**src/rtl/bitpe_pkg.sv**
```systemverilog
package bitpe_pkg;

   localparam int NS_FW   = 3;
   localparam int EW_FW   = 3;
   localparam int C_FW    = 2;
   localparam int CM_FW   = 2;
   localparam int WR_FW   = 3;
   localparam int INSTR_W = NS_FW + EW_FW + C_FW + CM_FW + WR_FW;

   typedef enum logic [NS_FW-1:0] {
      NS_HOLD, NS_RAM, NS_NORTH, NS_SOUTH, NS_SUM, NS_EW, NS_CM, NS_ZERO
   } ns_sel_e;

   typedef enum logic [EW_FW-1:0] {
      EW_HOLD, EW_RAM, EW_EAST, EW_WEST, EW_SUM, EW_NS, EW_CM, EW_ZERO
   } ew_sel_e;

   typedef enum logic [C_FW-1:0] {
      C_HOLD, C_CARRY, C_BORROW, C_CLEAR
   } c_sel_e;

   typedef enum logic [CM_FW-1:0] {
      CM_HOLD, CM_SHIFT, CM_RAM, CM_SUM
   } cm_sel_e;

   typedef enum logic [WR_FW-1:0] {
      WR_NS, WR_EW, WR_C, WR_CM, WR_SUM, WR_CARRY, WR_BORROW, WR_ZERO
   } wr_sel_e;

   typedef struct packed {
      ns_sel_e ns;
      ew_sel_e ew;
      c_sel_e  c;
      cm_sel_e cm;
      wr_sel_e wr;
   } instr_t;

endpackage

```
**src/rtl/bitpe_alu.sv**
```systemverilog
module bitpe_alu (
   input  logic a_i,
   input  logic b_i,
   input  logic cin_i,
   output logic sum_o,
   output logic carry_o,
   output logic borrow_o
);

   logic diff_ab;

   always_comb begin
      diff_ab  = a_i ^ b_i;
      sum_o    = diff_ab ^ cin_i;
      carry_o  = (a_i & b_i) | (cin_i & diff_ab);
      borrow_o = (~a_i & b_i) | (~diff_ab & cin_i);
   end

endmodule

```
**src/rtl/bitpe_ram.sv**
```systemverilog
module bitpe_ram #(
   parameter int ADDR_W         = 5,
   parameter bit CLEAR_ON_RESET = 1'b1
) (
   input  logic              clk,
   input  logic              rst_n,
   input  logic              we_i,
   input  logic [ADDR_W-1:0] addr_i,
   input  logic              wdata_i,
   output logic              rdata_o
);

   localparam int DEPTH = 1 << ADDR_W;

   logic [DEPTH-1:0] bits_q;

   assign rdata_o = bits_q[addr_i];

   generate
      if (CLEAR_ON_RESET) begin : g_clr
         always_ff @(posedge clk or negedge rst_n) begin
            if (!rst_n) begin
               bits_q <= '0;
            end else if (we_i) begin
               bits_q[addr_i] <= wdata_i;
            end
         end
      end else begin : g_noclr
         always_ff @(posedge clk) begin
            if (we_i) begin
               bits_q[addr_i] <= wdata_i;
            end
         end
      end
   endgenerate

endmodule

```
**src/rtl/bitpe_regs.sv**
```systemverilog
module bitpe_regs
   import bitpe_pkg::*;
(
   input  logic    clk,
   input  logic    rst_n,
   input  ns_sel_e ns_sel_i,
   input  ew_sel_e ew_sel_i,
   input  c_sel_e  c_sel_i,
   input  cm_sel_e cm_sel_i,
   input  logic    ram_rd_i,
   input  logic    sum_i,
   input  logic    carry_i,
   input  logic    borrow_i,
   input  logic    north_i,
   input  logic    east_i,
   input  logic    south_i,
   input  logic    west_i,
   input  logic    cms_i,
   output logic    ns_q,
   output logic    ew_q,
   output logic    c_q,
   output logic    cm_q
);

   logic ns_d, ew_d, c_d, cm_d;

   always_comb begin
      unique case (ns_sel_i)
         NS_HOLD:  ns_d = ns_q;
         NS_RAM:   ns_d = ram_rd_i;
         NS_NORTH: ns_d = north_i;
         NS_SOUTH: ns_d = south_i;
         NS_SUM:   ns_d = sum_i;
         NS_EW:    ns_d = ew_q;
         NS_CM:    ns_d = cm_q;
         default:  ns_d = 1'b0;
      endcase
   end

   always_comb begin
      unique case (ew_sel_i)
         EW_HOLD: ew_d = ew_q;
         EW_RAM:  ew_d = ram_rd_i;
         EW_EAST: ew_d = east_i;
         EW_WEST: ew_d = west_i;
         EW_SUM:  ew_d = sum_i;
         EW_NS:   ew_d = ns_q;
         EW_CM:   ew_d = cm_q;
         default: ew_d = 1'b0;
      endcase
   end

   always_comb begin
      unique case (c_sel_i)
         C_HOLD:   c_d = c_q;
         C_CARRY:  c_d = carry_i;
         C_BORROW: c_d = borrow_i;
         default:  c_d = 1'b0;
      endcase
   end

   always_comb begin
      unique case (cm_sel_i)
         CM_HOLD:  cm_d = cm_q;
         CM_SHIFT: cm_d = cms_i;
         CM_RAM:   cm_d = ram_rd_i;
         default:  cm_d = sum_i;
      endcase
   end

   always_ff @(posedge clk or negedge rst_n) begin
      if (!rst_n) begin
         ns_q <= 1'b0;
         ew_q <= 1'b0;
         c_q  <= 1'b0;
         cm_q <= 1'b0;
      end else begin
         ns_q <= ns_d;
         ew_q <= ew_d;
         c_q  <= c_d;
         cm_q <= cm_d;
      end
   end

endmodule

```
**src/rtl/bitpe_cell.sv**
```systemverilog
module bitpe_cell
   import bitpe_pkg::*;
#(
   parameter int ADDR_W         = 5,
   parameter bit CLEAR_ON_RESET = 1'b1
) (
   input  logic               clk,
   input  logic               rst_n,
   input  logic [INSTR_W-1:0] instr_i,
   input  logic               we_i,
   input  logic [ADDR_W-1:0]  addr_i,
   input  logic               north_i,
   input  logic               east_i,
   input  logic               south_i,
   input  logic               west_i,
   input  logic               cms_i,
   output logic               ns_o,
   output logic               ew_o,
   output logic               cmn_o
);

   generate
      if (ADDR_W < 1 || ADDR_W > 12) begin : g_bad_addr_w
         $error("bitpe_cell: ADDR_W out of supported range");
      end
      if (INSTR_W != 13) begin : g_bad_instr_w
         $error("bitpe_cell: instruction fields must total 13 bits");
      end
   endgenerate

   instr_t ins;
   logic   ram_rd, ram_wd;
   logic   sum, carry, borrow;
   logic   ns_q, ew_q, c_q, cm_q;

   assign ins = instr_t'(instr_i);

   bitpe_alu u_alu (
      .a_i      (ns_q),
      .b_i      (ew_q),
      .cin_i    (c_q),
      .sum_o    (sum),
      .carry_o  (carry),
      .borrow_o (borrow)
   );

   always_comb begin
      unique case (ins.wr)
         WR_NS:     ram_wd = ns_q;
         WR_EW:     ram_wd = ew_q;
         WR_C:      ram_wd = c_q;
         WR_CM:     ram_wd = cm_q;
         WR_SUM:    ram_wd = sum;
         WR_CARRY:  ram_wd = carry;
         WR_BORROW: ram_wd = borrow;
         default:   ram_wd = 1'b0;
      endcase
   end

   bitpe_ram #(
      .ADDR_W         (ADDR_W),
      .CLEAR_ON_RESET (CLEAR_ON_RESET)
   ) u_ram (
      .clk     (clk),
      .rst_n   (rst_n),
      .we_i    (we_i),
      .addr_i  (addr_i),
      .wdata_i (ram_wd),
      .rdata_o (ram_rd)
   );

   bitpe_regs u_regs (
      .clk      (clk),
      .rst_n    (rst_n),
      .ns_sel_i (ins.ns),
      .ew_sel_i (ins.ew),
      .c_sel_i  (ins.c),
      .cm_sel_i (ins.cm),
      .ram_rd_i (ram_rd),
      .sum_i    (sum),
      .carry_i  (carry),
      .borrow_i (borrow),
      .north_i  (north_i),
      .east_i   (east_i),
      .south_i  (south_i),
      .west_i   (west_i),
      .cms_i    (cms_i),
      .ns_q     (ns_q),
      .ew_q     (ew_q),
      .c_q      (c_q),
      .cm_q     (cm_q)
   );

   assign ns_o  = ns_q;
   assign ew_o  = ew_q;
   assign cmn_o = cm_q;

endmodule

```
**config.mk**
```make
export PLATFORM = sky130hd
export DESIGN_NAME = bitpe_cell
export DESIGN_NICKNAME = d
export VERILOG_FILES = /design/src/rtl/bitpe_pkg.sv /design/src/rtl/bitpe_alu.sv /design/src/rtl/bitpe_ram.sv /design/src/rtl/bitpe_regs.sv /design/src/rtl/bitpe_cell.sv
export SDC_FILE = /design/constraint.sdc
export NUM_CORES = 1
export LEC_CHECK = 0
export ABC_AREA = 1
export BUFFER_PORTS_ARGS = -buffer_cell sky130_fd_sc_hd__buf_2
export CAP_MARGIN = 5
export CORE_ASPECT_RATIO = 0.9
export CORE_MARGIN = 3
export CORE_UTILIZATION = 35
export CTS_CLUSTER_DIAMETER = 200
export CTS_CLUSTER_SIZE = 40
export DETAILED_ROUTE_END_ITERATION = 8
export MAX_ROUTING_LAYER = met4
export PLACE_DENSITY = 0.5
export SLEW_MARGIN = 20
export SYNTH_ARGS = -nofsm -noshare
export SYNTH_HDL_FRONTEND = slang
export SYNTH_HIERARCHICAL = 1
export SYNTH_SLANG_ARGS = --single-unit
```
**constraint.sdc**
```tcl
create_clock -name clk -period 2 [get_ports clk]
set_input_delay 0.2 -clock clk [delete_from_list [all_inputs] [get_ports clk]]
set_output_delay 0.2 -clock clk [all_outputs]
set_load 0.01 [all_outputs]
```
==> run metrics, run 1 <==
status=finished with violations; port bufs=28; worst-margin pin slew=804 ps; share of cells above drive strength 1=18.7%; routed len/inst=13.3 µm; VDD IR-drop max=0.396 mV; Top delay family on crit path=adder cells; gr ovfl total=0; largest net degree at the start of global routing=37; CP Class=flip-flop to flip-flop; Worst-path clk slew=80 ps; CTS tree=built; Pwr Total=2.33 mW; setup ws final=149 ps; Post-synth EDFFs=0; Final ANT Viol Nets=0; H-tree levels=2; placed cells=434; Mapped Cells=323; Syn Area/Cell=7.24 µm²; GR Util All Layers=16.2%; post-route minimum period=1850 ps; Placed Area=2570 µm²; Worst Path Buf+Inv=3; fin cells=445; Row Count=27; asr flop ratio synth=100%; DRC Markers=0; Layout fillers=669; post-synth cell types=22; vias in the first global route=1983; clock sink total=36; slowest CP cell=fa_1; starting density of the core=37.2%; Top Usage Layer GRT=met1; RSZ-0062 raised after global routing=no; M3 GR Usage=2.80%; Die X=92.2 µm; Setup Viol. Count Final=0; TritonRoute pass-1 iters=4; Max Fclk=540 MHz; antenna violations before repair=0; TritonCTS buffer count=5; Syn Std Cell Area=2340 µm²; First DRT Iteration DRCs=96; #FFs+latches synth=36; Die Ht=83.5 µm; Finished Cell Area=2720 µm²; setup TNS=0 ps; final max-slew violation count=0; post-synth top area share=38.5%; CP peak stage delay=580 ps; Area Overhead vs Synth=16.3%; routed vias/inst=4.82; Placer Congestion=0.765; failing checks=negative hold slack; worst skew pair latency=290 ps; post-placement worst setup slack=137 ps; met1 global-route usage=24.6%; DIE AREA=7700 µm²; pwr dens=855 nW/µm²; critical path required time=2200 ps; Synth Flop Type=dfrtp_1; period utilization=92.6%; met2 Use GR=22.5%; Synth Net Count=357; area leader, netlist=dfrtp_1; Hold Path Class=input pin to asynchronous set/reset pin; # IOs=29; post-synthesis sequential area ratio=38.5%; Worst Path Arrival=2050 ps; Vias=2145; CP Max Fanout=15; first-pass GRT wire length=9750 µm; slew margin rel.=46.4%; Synth warnings=6; P_leak=1.46 nW; crit path cell chain=inv_1 > fa_1 > nand3_1 > nand2_1 > nor2_1 > nand2_1 > inv_2 > clkbuf_16 > a21oi_1; Max-cap violations=0; ant diodes=0; Startpoint Class=flip-flop; Root Buffer=clkbuf_8; final hold slack=-17.1 ps; crit end category=flip-flop; Bufs on Longest Clock Path=2; Final #Nets=391; placed wire-length estimate=4000 µm; top post-synthesis cells by area=dfrtp_1, nand2_1, a31oi_1, a21oi_1, inv_1; Hold Vio Cnt, Final=12; final wirelength=5910 µm; Core Footprint=6280 µm²; Final Skew=12.5 ps; most used cell, CP=nand2_1; CTS Hold Bufs=0
metrics by stage:
step	hold slack (ps)	utilization, %
after floorplan	-95.6	-
after global placement	355	40.9
after detailed placement	347	40.9
after CTS	23.3	42.6
after global routing	64.1	43.3
final	-17.1	43.3
cell usage after synthesis, types with 5 or more instances:
cell / instances
nand2_1: 110
dfrtp_1: 36
inv_1: 33
a21oi_1: 30
a31oi_1: 25
nor2_1: 21
nand3_1: 17
inv_2: 10
ha_1: 6
o21ai_0: 6
buf_6: 5
nand4_1: 5
final timing paths:
kind,start,endpoint,slack [ps],cells past startpoint
setup reg to reg,u_regs/c_q,u_ram/bits_q[23],150,9
min in group clk,instr_i[10],u_regs/ns_q,200,4
hold / removal,rst_n,u_ram/bits_q[18],-20,1
hold reg to reg,u_ram/bits_q[29],u_ram/bits_q[29],530,2
max in group asynchronous,rst_n,u_regs/c_q,1430,1
setup / recovery,u_regs/c_q,u_ram/bits_q[23],150,9
kinds of logic after synthesis:
| kind of cell | count (synthesis) | synth area share (%) |
|---|---|---|
| compound gates | 62 | 14.8 |
| buf+inv | 56 | 11.2 |
| flops | 36 | 38.5 |
| fa+ha+maj | 8 | 4.92 |
| simple gates | 161 | 30.6 |
area by class of cell:
cell class | count | area [µm²] | share of cell area [%]
clock inverters | 3 | 42.5 | 1.56
multi-input cells | 231 | 1180 | 43.2
flip-flops and latches | 36 | 902 | 33.2
repair buffers | 40 | 260 | 9.57
clock buffers | 5 | 68.8 | 2.53
inverters | 43 | 161 | 5.93
well taps | 87 | 109 | 4.00
placed cells by master (no fill, tap or decap), types with 2 or more instances in the layout:
cell	instances
nor3_4	4
nand2_1	110
ha_1	6
o21ai_0	6
inv_2	11
nor2_1	21
buf_4	10
a31oi_1	25
a21oi_1	30
buf_2	28
inv_1	32
fa_1	2
dfrtp_1	35
nand4_1	5
nand3_1	17
clkbuf_8	5
what timing repair did:
item / in CTS / in global routing
setup buffers: 0 / 2
endpoints found under the setup margin: 0 / 30
resized for setup: 0 / 2
where the power goes:
| part | internal, mW | total (mW) | switching, mW |
|---|---|---|---|
| Clock | 0.369 | 0.640 | 0.271 |
| Combinational | 0.285 | 0.669 | 0.384 |
| Sequential | 0.911 | 1.02 | 0.106 |
| Total | 1.57 | 2.33 | 0.761 |
flip-flops by register name, summed over array words and instances (netlist names):
register,count
u_regs/ew_q,1
u_regs/ns_q,1
u_regs/c_q,1
u_ram/bits_q,32
u_regs/cm_q,1
layer usage:
layer / up-vias / part of all wire (%)
met4: 0 / 0.42
met2: 40 / 43
li1: 1115 / -
met5: - / 0
met3: 2 / 3.6
met1: 988 / 53
Power figures use the tool's default switching activity.
==> run 2, diff against run 1 <==
ABC_AREA = unset   (was 1)
clock period = 1.75 ns   (was 2 ns; I/O delays follow)
==> run metrics, run 2 <==
TritonRoute pass-1 iters=4 (unchanged); Internal=2.42 mW (+54%); failing checks=negative setup slack; commonest cells after routing, fill and taps aside=buf_4, dfrtp_1, mux2_4; routed len/inst=16.2 µm (+22%); clock sink total=36 (unchanged); post-synthesis sequential area ratio=39.2% (+0.67 points); first-pass GRT wire length=10000 µm (+2.6%); Hold Path Depth=2; Reg power frac=36.0% (-7.7 points); slew margin rel.=72.3% (+26 points); GR Util All Layers=17.1% (+0.97 points); Worst Path Buf+Inv=0 (-3); Max Fclk=496 MHz (-8.2%); slowest CP cell=mux4_2; Synth warnings=6 (unchanged); final core utilization=49.9% (+6.6 points); starting density of the core=36.8% (-0.44 points); period utilization=115% (+23 points); worst skew pair latency=290 ps (about the same); Hold Vio Cnt, Final=0 (-12); H-tree levels=2 (unchanged); Top delay family on crit path=multiplexers; largest net degree at the start of global routing=21 (-43%); Hold Path Class=input pin to flip-flop; placed cells=351 (-19%); post-route minimum period=2020 ps (+166 ps); Final ANT Viol Nets=0 (unchanged); pwr dens=1070 nW/µm² (+25%); Reg2Reg Setup Slack=-270 ps (-420 ps); crit path cell chain=mux2i_1 > o221ai_1 > a22oi_1 > o2111ai_2 > mux4_2 > mux2_4; crit end category=flip-flop; DRC Markers=0 (unchanged); max FFs per register=32 (unchanged); r2r startpoint=u_ram/bits_q[14]; final wirelength=5930 µm (+0.30%); CP Class=flip-flop to flip-flop; Gate power share=33.1% (+4.3 points); switch share=27.7% (-5.0 points); worst-margin pin slew=415 ps (-389 ps); #FFs+latches synth=36 (unchanged); Synth Net Count=248 (-31%); post-synth top area share=39.2% (+0.67 points); Die Ht=82.9 µm (-0.80%); hold worst-path end=u_regs/ns_q; antenna violations before repair=0 (unchanged); Max-cap violations=0 (unchanged); r2r endpoint=u_regs/ew_q; VDD IR-drop max=0.386 mV (-2.6%); Clk pwr share=30.9% (+3.4 points); Placer Congestion=0.822 (+7.5%); commonest non-fill, non-tap cell in the layout=buf_4; gr ovfl total=0 (unchanged); DIE AREA=7580 µm² (-1.6%); Synth Flop Type=dfrtp_1; Pwr Total=3.34 mW (+44%); Setup Viol. Count Final=35 (+35); routed vias/inst=5.05 (+4.9%); setup ws final=-267 ps (-416 ps); # IOs=29 (unchanged); area leader, netlist=dfrtp_1; P_leak=1.49 nW (+2.2%); leading cell type by number of instances after synthesis=dfrtp_1; most frequent cells after synthesis=dfrtp_1, nand2_1, mux2_2, nor2_1, mux2i_1; Worst Path Arrival=2190 ps (+140 ps); fin cells=366 (-18%); asr flop ratio synth=100% (unchanged); Die X=91.4 µm (-0.80%); Mapped Cells=214 (-34%); CP startpoint=u_ram/bits_q[14]; Final Skew=11.2 ps (-1.35 ps); cell depth of the worst flop-to-flop path=6 (-3); Worst-path clk slew=70 ps (about the same); hold wc startpoint=instr_i[10]; status=finished with violations; Vias=1850 (-14%); Core Footprint=6250 µm² (-0.54%); post-placement worst setup slack=-475 ps (-612 ps); TritonCTS buffer count=5 (unchanged); Reg with most FFs=u_ram/bits_q; Area Overhead vs Synth=35.6%; port bufs=28 (unchanged); Syn Area/Cell=10.7 µm² (+48%); CTS tree=built; Post-synth EDFFs=0 (unchanged); post-synth cell types=39 (+77%); Final #Nets=312 (-20%); RSZ-0062 raised after global routing=yes; placed wire-length estimate=4020 µm (+0.45%); CP Max Fanout=2 (-13); Startpoint Class=flip-flop; Syn Std Cell Area=2300 µm² (-1.7%); vias in the first global route=1948 (-1.8%); final max-slew violation count=0 (unchanged); ant diodes=0 (unchanged); Row Count=27 (unchanged); Layout fillers=578 (-14%); First DRT Iteration DRCs=61 (-36%); share of cells above drive strength 1=46.2% (+28 points); CP peak stage delay=500 ps (-80 ps); net load switching power=925 µW (+22%); top post-synthesis cells by area=dfrtp_1, mux2_2, mux2i_1, mux2_1, nand2_1; Root Buffer=clkbuf_8; critical path required time=1920 ps (-280 ps); Bufs on Longest Clock Path=2 (unchanged)
## run 2: changes by cell type after synthesis, sizes merged, moves of 3 or more
cell    change
or3b        +4
o221ai      +5
nand3      -11
mux2       +36
mux4        +3
nand4       -5
a31oi      -24
mux2i      +18
nand2      -89
a21oi      -30
nand3b      +7
inv        -34
## run 2: worst max path at each step
stage	slack (ps)	depth (start not counted)	endpoint
2_1_floorplan	-220	7	u_ram/bits_q[2]
3_3_place_gp	-370	8	u_regs/ew_q
3_5_place_dp	-470	8	u_regs/ew_q
4_1_cts	-270	6	u_regs/ew_q
5_1_grt	-370	6	u_regs/ew_q
6_report	-270	6	u_regs/ew_q
## run 2: power by group through the flow
stage | clock, mW | combinational (mW) | sequential, mW
floorplan | 0 | 0.665 | 1.18
global placement | 0 | 0.956 | 1.23
detailed placement | 0 | 0.969 | 1.22
CTS | 1.06 | 1.09 | 1.21
global route | 1.09 | 1.21 | 1.23
finish | 1.03 | 1.11 | 1.20
## run 2: worst reg2reg max path, delay by kind of cell, from the launching register on
family / cells / cell delay (ps)
AO/OA/AOI/OAI: 3 / 560
multiplexers: 3 / 950
flip-flops: 1 / 390
## run 2: what timing repair did
action / CTS / global route
hold buffers: 1 / 0
resized for setup: 9 / 5
hold endpoints to repair: 16 / 0
cloned: 3 / 0
setup endpoints to repair: 35 / 35
pin swaps: 4 / 1
buffers inserted: 1 / 2
## run 2: routing by layer
metal	GRT usage, %	routed length (µm)	up-vias
met5	-	0	-
met4	5.21	72	0
met3	2.99	205	7
met2	26.0	2740	37
met1	23.4	2910	913
li1	-	-	893
## run 2: final cells by class
| cell class | count | area, µm² | area share (%) |
|---|---|---|---|
| clock inverter | 3 | 90.1 | 2.89 |
| clock buffer | 5 | 68.8 | 2.21 |
| timing repair buffer | 66 | 453 | 14.5 |
| inverter | 9 | 33.8 | 1.08 |
| multi-input combinational | 160 | 1460 | 46.8 |
| tap | 87 | 109 | 3.49 |
| sequential | 36 | 903 | 29.0 |
## run 2: cells by family (layout without fill, tap and decap cells)
family / after synthesis / count (layout) / synth area share [%]
adders and majority gates: 8 / 8 / 5.01
DFF: 36 / 36 / 39.2
muxes: 57 / 60 / 28.4
buffers and inverters: 21 / 83 / 4.79
and+or+nand+nor: 73 / 73 / 16.6
AOI/OAI and AO/OA: 19 / 19 / 5.99
## run 2: metrics by stage
step                      hold WS, ps  instance area [µm²]  TNS (ps)
after CTS                         138                 3090     -8650
after detailed placement          133                 2840     -8780
final                             149                 3120     -8310
after global routing              141                 3120    -10890
after floorplan                  -121                 2440     -6720
after global placement            142                 2840     -8650
